==> src/rtl/pfq_pkg.sv <==
package pfq_pkg;
    localparam int unsigned BYTE_W   = 8;
    localparam int unsigned WORD_W   = 16;
    localparam int unsigned WORD_BYT = WORD_W / BYTE_W;
    typedef logic [BYTE_W-1:0] byte_t;
    typedef logic [1:0]        wr_cnt_t;   // 0, 1 or 2 bytes per write
endpackage

==> src/rtl/pfq_store.sv <==
module pfq_store
    import pfq_pkg::*;
#(
    parameter int unsigned DEPTH = 6,
    parameter int unsigned CW    = $clog2(DEPTH + 1)
) (
    input  logic          clk,
    input  logic          rst_n,
    input  logic          clr_i,
    input  wr_cnt_t       wr_cnt_i,
    input  byte_t         wr_b0_i,
    input  byte_t         wr_b1_i,
    input  logic          rd_i,
    output byte_t         head_o,
    output logic [CW-1:0] count_o
);
    localparam int unsigned IW = (DEPTH > 1) ? $clog2(DEPTH) : 1;

    typedef struct packed {
        logic [DEPTH-1:0][BYTE_W-1:0] mem;
        logic [IW-1:0]                rd_idx;
        logic [CW-1:0]                count;
    } st_t;

    st_t s_d, s_q;

    function automatic logic [IW-1:0] nxt(input logic [IW-1:0] i);
        return (i == IW'(DEPTH - 1)) ? '0 : i + IW'(1);
    endfunction

    always_comb begin
        logic [CW:0]   sum;
        logic [IW-1:0] w_idx;
        logic          pop;
        s_d   = s_q;
        pop   = rd_i && (s_q.count != '0);
        sum   = (CW+1)'(s_q.rd_idx) + (CW+1)'(s_q.count);
        if (sum >= (CW+1)'(DEPTH)) sum = sum - (CW+1)'(DEPTH);
        w_idx = IW'(sum);
        if (clr_i) begin
            s_d.rd_idx = '0;
            s_d.count  = '0;
        end else begin
            if (wr_cnt_i != 2'd0) s_d.mem[w_idx]      = wr_b0_i;
            if (wr_cnt_i == 2'd2) s_d.mem[nxt(w_idx)] = wr_b1_i;
            if (pop) s_d.rd_idx = nxt(s_q.rd_idx);
            s_d.count = s_q.count + CW'(wr_cnt_i) - CW'(pop);
        end
    end

    always_ff @(posedge clk or negedge rst_n) begin
        if (!rst_n) s_q <= '0;
        else        s_q <= s_d;
    end

    assign head_o  = s_q.mem[s_q.rd_idx];
    assign count_o = s_q.count;

    AST_NO_OVERFLOW: assert property (@(posedge clk) disable iff (!rst_n)
        (!clr_i && wr_cnt_i != 2'd0) |-> ((CW+1)'(s_q.count) + (CW+1)'(wr_cnt_i) <= (CW+1)'(DEPTH)));
endmodule

==> src/rtl/pfq_fetch.sv <==
module pfq_fetch
    import pfq_pkg::*;
#(
    parameter int unsigned DEPTH  = 6,
    parameter int unsigned ADDR_W = 20,
    parameter int unsigned CW     = $clog2(DEPTH + 1)
) (
    input  logic              clk,
    input  logic              rst_n,
    input  logic              flush_i,
    input  logic [ADDR_W-1:0] flush_addr_i,
    input  logic              fetch_valid_i,
    input  logic [WORD_W-1:0] fetch_data_i,
    input  logic              op_req_i,
    input  logic [CW-1:0]     count_i,
    output logic              fetch_req_o,
    output logic [ADDR_W-1:0] fetch_addr_o,
    output logic              op_grant_o,
    output wr_cnt_t           wr_cnt_o,
    output byte_t             wr_b0_o,
    output byte_t             wr_b1_o,
    output logic              clr_o
);
    localparam logic [CW-1:0] REQ_MAX = CW'(DEPTH - WORD_BYT);

    typedef struct packed {
        logic [ADDR_W-1:0] ptr;
        logic              busy;
        logic              drop;
    } st_t;

    st_t s_d, s_q;
    logic accept;

    assign fetch_req_o  = !s_q.busy && !op_req_i && !flush_i && (count_i <= REQ_MAX);
    assign fetch_addr_o = {s_q.ptr[ADDR_W-1:1], 1'b0};
    assign op_grant_o   = op_req_i && !s_q.busy;
    assign accept       = s_q.busy && fetch_valid_i && !s_q.drop && !flush_i;
    assign clr_o        = flush_i;

    always_comb begin
        s_d      = s_q;
        wr_cnt_o = 2'd0;
        wr_b0_o  = fetch_data_i[7:0];
        wr_b1_o  = fetch_data_i[15:8];
        if (accept) begin
            if (s_q.ptr[0]) begin
                wr_cnt_o = 2'd1;
                wr_b0_o  = fetch_data_i[15:8];
            end else begin
                wr_cnt_o = 2'd2;
            end
        end
        if (flush_i) begin
            s_d.ptr  = flush_addr_i;
            s_d.busy = s_q.busy && !fetch_valid_i;
            s_d.drop = s_q.busy && !fetch_valid_i;
        end else begin
            if (s_q.busy && fetch_valid_i) begin
                s_d.busy = 1'b0;
                s_d.drop = 1'b0;
                if (!s_q.drop)
                    s_d.ptr = {s_q.ptr[ADDR_W-1:1] + (ADDR_W-1)'(1), 1'b0};
            end
            if (fetch_req_o) s_d.busy = 1'b1;
        end
    end

    always_ff @(posedge clk or negedge rst_n) begin
        if (!rst_n) s_q <= '0;
        else        s_q <= s_d;
    end

    AST_REQ_SINGLE: assert property (@(posedge clk) disable iff (!rst_n)
        fetch_req_o |=> !fetch_req_o);
    AST_OP_AFTER_FETCH: assert property (@(posedge clk) disable iff (!rst_n)
        !(fetch_req_o && op_grant_o));
    AST_DROP_STALE: assert property (@(posedge clk) disable iff (!rst_n)
        (s_q.drop && fetch_valid_i) |-> (wr_cnt_o == 2'd0));
    AST_IDLE_FULL: assert property (@(posedge clk) disable iff (!rst_n)
        (count_i > REQ_MAX) |-> !fetch_req_o);
endmodule

==> src/rtl/prefetch_queue.sv <==
module prefetch_queue
    import pfq_pkg::*;
#(
    parameter int unsigned DEPTH  = 6,
    parameter int unsigned ADDR_W = 20
) (
    input  logic              clk,
    input  logic              rst_n,
    input  logic              flush_i,
    input  logic [ADDR_W-1:0] flush_addr_i,
    output logic              fetch_req_o,
    output logic [ADDR_W-1:0] fetch_addr_o,
    input  logic              fetch_valid_i,
    input  logic [15:0]       fetch_data_i,
    input  logic              op_req_i,
    output logic              op_grant_o,
    input  logic              rd_en_i,
    output logic [7:0]        rd_data_o,
    output logic              rd_valid_o
);
    localparam int unsigned CW = $clog2(DEPTH + 1);

    logic [CW-1:0] count;
    wr_cnt_t       wr_cnt;
    byte_t         wr_b0, wr_b1;
    logic          clr;

    pfq_fetch #(.DEPTH(DEPTH), .ADDR_W(ADDR_W), .CW(CW)) u_fetch (
        .clk          (clk),
        .rst_n        (rst_n),
        .flush_i      (flush_i),
        .flush_addr_i (flush_addr_i),
        .fetch_valid_i(fetch_valid_i),
        .fetch_data_i (fetch_data_i),
        .op_req_i     (op_req_i),
        .count_i      (count),
        .fetch_req_o  (fetch_req_o),
        .fetch_addr_o (fetch_addr_o),
        .op_grant_o   (op_grant_o),
        .wr_cnt_o     (wr_cnt),
        .wr_b0_o      (wr_b0),
        .wr_b1_o      (wr_b1),
        .clr_o        (clr)
    );

    pfq_store #(.DEPTH(DEPTH), .CW(CW)) u_store (
        .clk     (clk),
        .rst_n   (rst_n),
        .clr_i   (clr),
        .wr_cnt_i(wr_cnt),
        .wr_b0_i (wr_b0),
        .wr_b1_i (wr_b1),
        .rd_i    (rd_en_i),
        .head_o  (rd_data_o),
        .count_o (count)
    );

    assign rd_valid_o = (count != '0);

    AST_FLUSH_EMPTIES: assert property (@(posedge clk) disable iff (!rst_n)
        flush_i |=> !rd_valid_o);
    AST_FETCH_EVEN: assert property (@(posedge clk) disable iff (!rst_n)
        fetch_req_o |-> !fetch_addr_o[0]);
endmodule

==> config.mk <==
export PLATFORM = sky130hd
export DESIGN_NAME = prefetch_queue
export DESIGN_NICKNAME = d
export VERILOG_FILES = /design/src/rtl/pfq_pkg.sv /design/src/rtl/pfq_store.sv /design/src/rtl/pfq_fetch.sv /design/src/rtl/prefetch_queue.sv
export SDC_FILE = /design/constraint.sdc
export NUM_CORES = 1
export LEC_CHECK = 0
export BUFFER_PORTS_ARGS = -buffer_cell sky130_fd_sc_hd__buf_4
export CELL_PAD_IN_SITES_DETAIL_PLACEMENT = 0
export CELL_PAD_IN_SITES_GLOBAL_PLACEMENT = 1
export CORE_MARGIN = 4
export CORE_UTILIZATION = 44
export DETAILED_ROUTE_END_ITERATION = 10
export PLACE_DENSITY = 0.87
export SYNTH_ARGS = -nofsm -noshare
export SYNTH_HDL_FRONTEND = slang
export SYNTH_SLANG_ARGS = --single-unit
==> constraint.sdc <==
create_clock -name clk -period 3.45 [get_ports clk]
set_clock_uncertainty 0.1 [all_clocks]
set_input_delay 0.69 -clock clk [delete_from_list [all_inputs] [get_ports clk]]
set_output_delay 0.69 -clock clk [all_outputs]
set_load 0.02 [all_outputs]
==> impl_summary.txt <==
----------------------------------------------------
[Pwr]
  Leakage power of the design ... 2.46 nW
  Int Power ... 0.00244 W
  Net switching power of the design ... 0.00153 W
  Switching power as a share of total power ... 38.4%
  Relative contribution of the clock network to total power ... 18.4%
  Cell area power density ... ~740 nW/µm²
  Sequential share of power ... a little over a third
  Relative contribution of combinational cells to total power ... 46.0%
  Highest ir drop seen on vdd ... 0.359 mV

[Yosys]
  Simple-gate share of the synthesized area ... 15.1%
  Gate count after technology mapping ... 474
  Share of synthesized area spent on multiplexers ... 7.45%
  XOR/XNOR share of the synthesized area ... 4.57%
  Syn Nets ... 525
  Distinct cell type count after synthesis ... 58
  Commonest register cell after synthesis ... dfrtp_1
  Proportion of synthesized flip-flops having asynchronous set or reset ... 100%
  Synthesis-stage register bit count ... between 70 and 80
  Post-synthesis average cell area ... between 9 and 10 µm²
  Dominant combinational cell family by area after synthesis ... compound AO/OA/AOI/OAI gates
  Post-Synthesis Cell Area ... 4570 µm²
  Synth Area in Compound Gates ... between 10% and 20%
  YS warnings ... 0
  Post-synthesis adder-cell area fraction ... 2.79%
  Share of synthesized area occupied by flip-flops and latches ... 41.6%
  Number of synthesized flops with an enable pin ... 0

[Global route]
  First-pass GRT wire length ... 19500 µm
  Met1 usage in global routing ... between 20 and 30%
  Remaining global-route overflow ... 0
  Vias in the first global route ... between 3000 and 4000
  GR Layer Usage met2 ... 32.9%
  Aggregate global-route resource usage ... 21.4%
  Antenna violations before repair ... 0
  Maximum number of pins on one net before global-route repair ... between 70 and 80
  Global-route track usage on met3 ... 6.28%
  Most used routing layer ... met2

[Floorplan]
  Top-level I/O count ... 73
  Core ar. ... roughly 10000 µm²
  Overall die width ... 110 µm
  Area of the die ... 12100 µm²
  Initial core utilization ... 45.9%
  Site Rows ... 36
  Height of the chip ... 110 µm

[Cells and area]
  Util after Layout ... 53.9%
  Growth of design area from synthesis to finish ... 17.5%
  Final #Nets ... 581
  Antenna fix cells ... 0
  Count of placed standard cells in the final layout, fillers left out ... 668
  Fraction of layout cells with a size suffix above 1 ... 24.3%

[Critical path]
  Crit start category ... register
  Peak per-stage delay on the critical path ... 0.55 ns
  Arrival time at the worst endpoint ... 3.14 ns
  Crit. End Element ... register
  Type of the worst setup path ... register to register
  Crit. Startpoint ... u_store.count_o[0]$_DFF_PN0_
  Largest fanout of any net on the critical path ... 10
  Worst reg2reg startpoint ... u_store.count_o[0]$_DFF_PN0_
  Worst Path Required ... 3.64 ns
  Cells along the critical path ... ha_1 -> fa_1 -> inv_1 -> and3_1 -> or3_4 -> nor2_1 -> o221a_1
  Crit path max-delay cell type ... nor2_1

[Timing]
  Share of the cycle needed by the critical path after routing ... 85.6%
  Final worst-path setup slack ... 0.498 ns
  Actual slew at the worst max-slew pin ... 0.995 ns
  Slew Limit Fails ... 0
  Unrepaired setup endpoints after global routing ... false
  Relative slew slack ... 33.7%
  Achievable Freq ... 339 MHz
  Hold Fails Final Rpt ... 0
  Sum of negative setup slack ... 0 ns
  Final setup violating endpoints ... 0
  Shortest period the worst path allows ... 2.95 ns

[Clocking]
  Worst skew pair latency ... 0.36 ns
  Number of buffers added by the clock tree synthesis step ... 9
  Quantity of hold-fixing buffers added after cts ... 0
  H-Tree Level Count ... 3
  Clock net sink count ... 76
  TritonCTS clock tree ... done
  Clk slew on worst S/H paths ... 0.08 ns
  Root Buffer Master ... clkbuf_8
  Count of buffers added by post-CTS timing repair for setup ... 0
  Cts repair resizes ... 0
  Max Buffers Root-to-Sink ... 2

[Routing]
  WL per Instance ... 18.6 µm
  Vias per Instance ... 5.76
  Total detailed-routing wirelength ... between 10000 and 15000 µm
  Length of the first detailed-routing pass in iterations ... 5
  DRC violations left ... 0
  Routed vias ... 3846
  Starting DRC count in detailed routing ... 346
  Routed Antenna Nets ... 0

[Hold path]
  Class of the most critical hold timing path ... primary input to asynchronous set/reset pin

[Placed design]
  Input/output buffers ... a little over 70
  HPWL after DPL ... 8490 µm
  Weighted congestion reported at the end of routability-driven placement ... around 0.9
  Placed Instances ... approximately 650
  Placement Setup Slack ... 0.543 ns

[Flow run]
  Number of maximum-capacitance violations ... 0

[Outcome]
  Run status ... completed

----------------------------------------------------
## path summary, 6_finish.rpt
path                            slack (ns)                             endpoint  cells after the start
worst max-delay path                  0.50          u_store.s_q[36]$_DFFE_PN0N_                      7
worst min-delay path                  0.38         u_store.count_o[0]$_DFF_PN0_                      1
worst max register to register        0.50          u_store.s_q[36]$_DFFE_PN0N_                      7
worst min register to register        0.44           u_store.s_q[9]$_DFFE_PN0N_                      2
max in group asynchronous             2.21          u_store.s_q[13]$_DFFE_PN0N_                      1
min in group clk                      0.44  u_fetch.fetch_addr_o[9]$_DFFE_PN0P_                      3
## power groups by stage
stage                     Combinational (W)  Clock, W  Sequential, W
after global routing                0.00198  0.000782        0.00145
after floorplan                     0.00137         0        0.00134
after detailed placement            0.00182         0        0.00142
after global placement              0.00177         0        0.00141
after CTS                           0.00182  0.000742        0.00141
final                               0.00183  0.000729        0.00142
## worst max-delay path: cells and delay by family, from the launching register on
kind | cells | cell delay, ns
simple gates | 3 | 1.23
fa+ha+maj | 2 | 0.76
flops | 1 | 0.43
compound gates | 1 | 0.28
buf+inv | 1 | 0.09
## metal layers
metal,routed length (µm),share of wire (%)
met3,1080,8.7
met4,357,2.9
met2,5760,46
met1,5210,42
met5,0,0
## synth_stat cells, types with 7 or more instances
| library cell | count | area, µm² |
|---|---|---|
| a222oi_1 | 8 | 80.1 |
| nor2_1 | 30 | 113 |
| o221a_1 | 8 | 90.1 |
| xnor2_1 | 8 | 70.1 |
| mux4_2 | 8 | 180 |
| dfrtp_1 | 76 | 1900 |
| ha_1 | 7 | 87.6 |
| inv_1 | 42 | 158 |
| nand2_1 | 58 | 218 |
| o221a_2 | 7 | 78.8 |
| xor2_1 | 14 | 123 |
| a2bb2oi_1 | 16 | 140 |
| o22ai_1 | 8 | 50.1 |
| a221oi_1 | 8 | 70.1 |
| mux2i_1 | 16 | 160 |
| o21ai_0 | 29 | 145 |
| o22a_1 | 8 | 70.1 |
| clkbuf_1 | 19 | 71.3 |
| buf_4 | 20 | 150 |
## cell families after synthesis
logic type / Yosys count
simple gates: 141
compound gates: 112
buf+inv: 88
flops: 76
mux: 24
xor+xnor: 23
fa+ha+maj: 9
other cells: 1
## through the flow
stage	power [W]	area, µm²	hold WS (ns)
2_1_floorplan	0.00271	4570	0.294
3_3_place_gp	0.00318	5160	0.414
3_5_place_dp	0.00324	5160	0.425
4_1_cts	0.00397	5370	0.424
5_1_grt	0.00422	5370	0.432
6_report	0.00397	5370	0.382
## cell usage in the layout, fill, tap and decap left out, types with 2 or more instances in the layout
cell type / Yosys / layout
a21oi_1: 6 / 6
nand3b_1: 2 / 2
nand2_1: 58 / 58
mux4_2: 8 / 8
fa_1: 2 / 2
o22ai_1: 8 / 8
nor3_1: 3 / 3
buf_4: 20 / 91
clkinv_4: 0 / 3
a21o_1: 3 / 3
nor2_1: 30 / 30
nor2b_1: 6 / 6
nor4_1: 4 / 4
a211oi_1: 3 / 3
a221oi_1: 8 / 8
inv_1: 42 / 42
mux2i_1: 16 / 16
a2bb2oi_1: 16 / 16
o21ai_0: 29 / 29
ha_1: 7 / 7
xnor2_1: 8 / 8
and3_1: 6 / 6
xor2_1: 14 / 14
nand4_1: 6 / 6
o22a_1: 8 / 8
nand2b_1: 6 / 6
or3_1: 2 / 2
o221a_1: 8 / 8
a222oi_1: 8 / 8
o221a_2: 7 / 7
clkbuf_8: 0 / 10
dfrtp_1: 76 / 76
nand3_1: 5 / 5
## layout make-up
| class | count | area [µm²] |
|---|---|---|
| clock buffer | 10 | 138 |
| inverter | 42 | 158 |
| clock inverter | 6 | 72.6 |
| sequential | 76 | 1900 |
| multi-input combinational | 310 | 2250 |
| timing repair buffer | 91 | 683 |
| fill | 900 | 4590 |
| tap | 133 | 166 |
## state kept, by name, indices dropped and copies added (netlist names)
register,flops
u_fetch.s_q,3
u_store.count_o,3
u_fetch.fetch_addr_o,19
u_store.s_q,51
(Power assumes the default switching activity.)
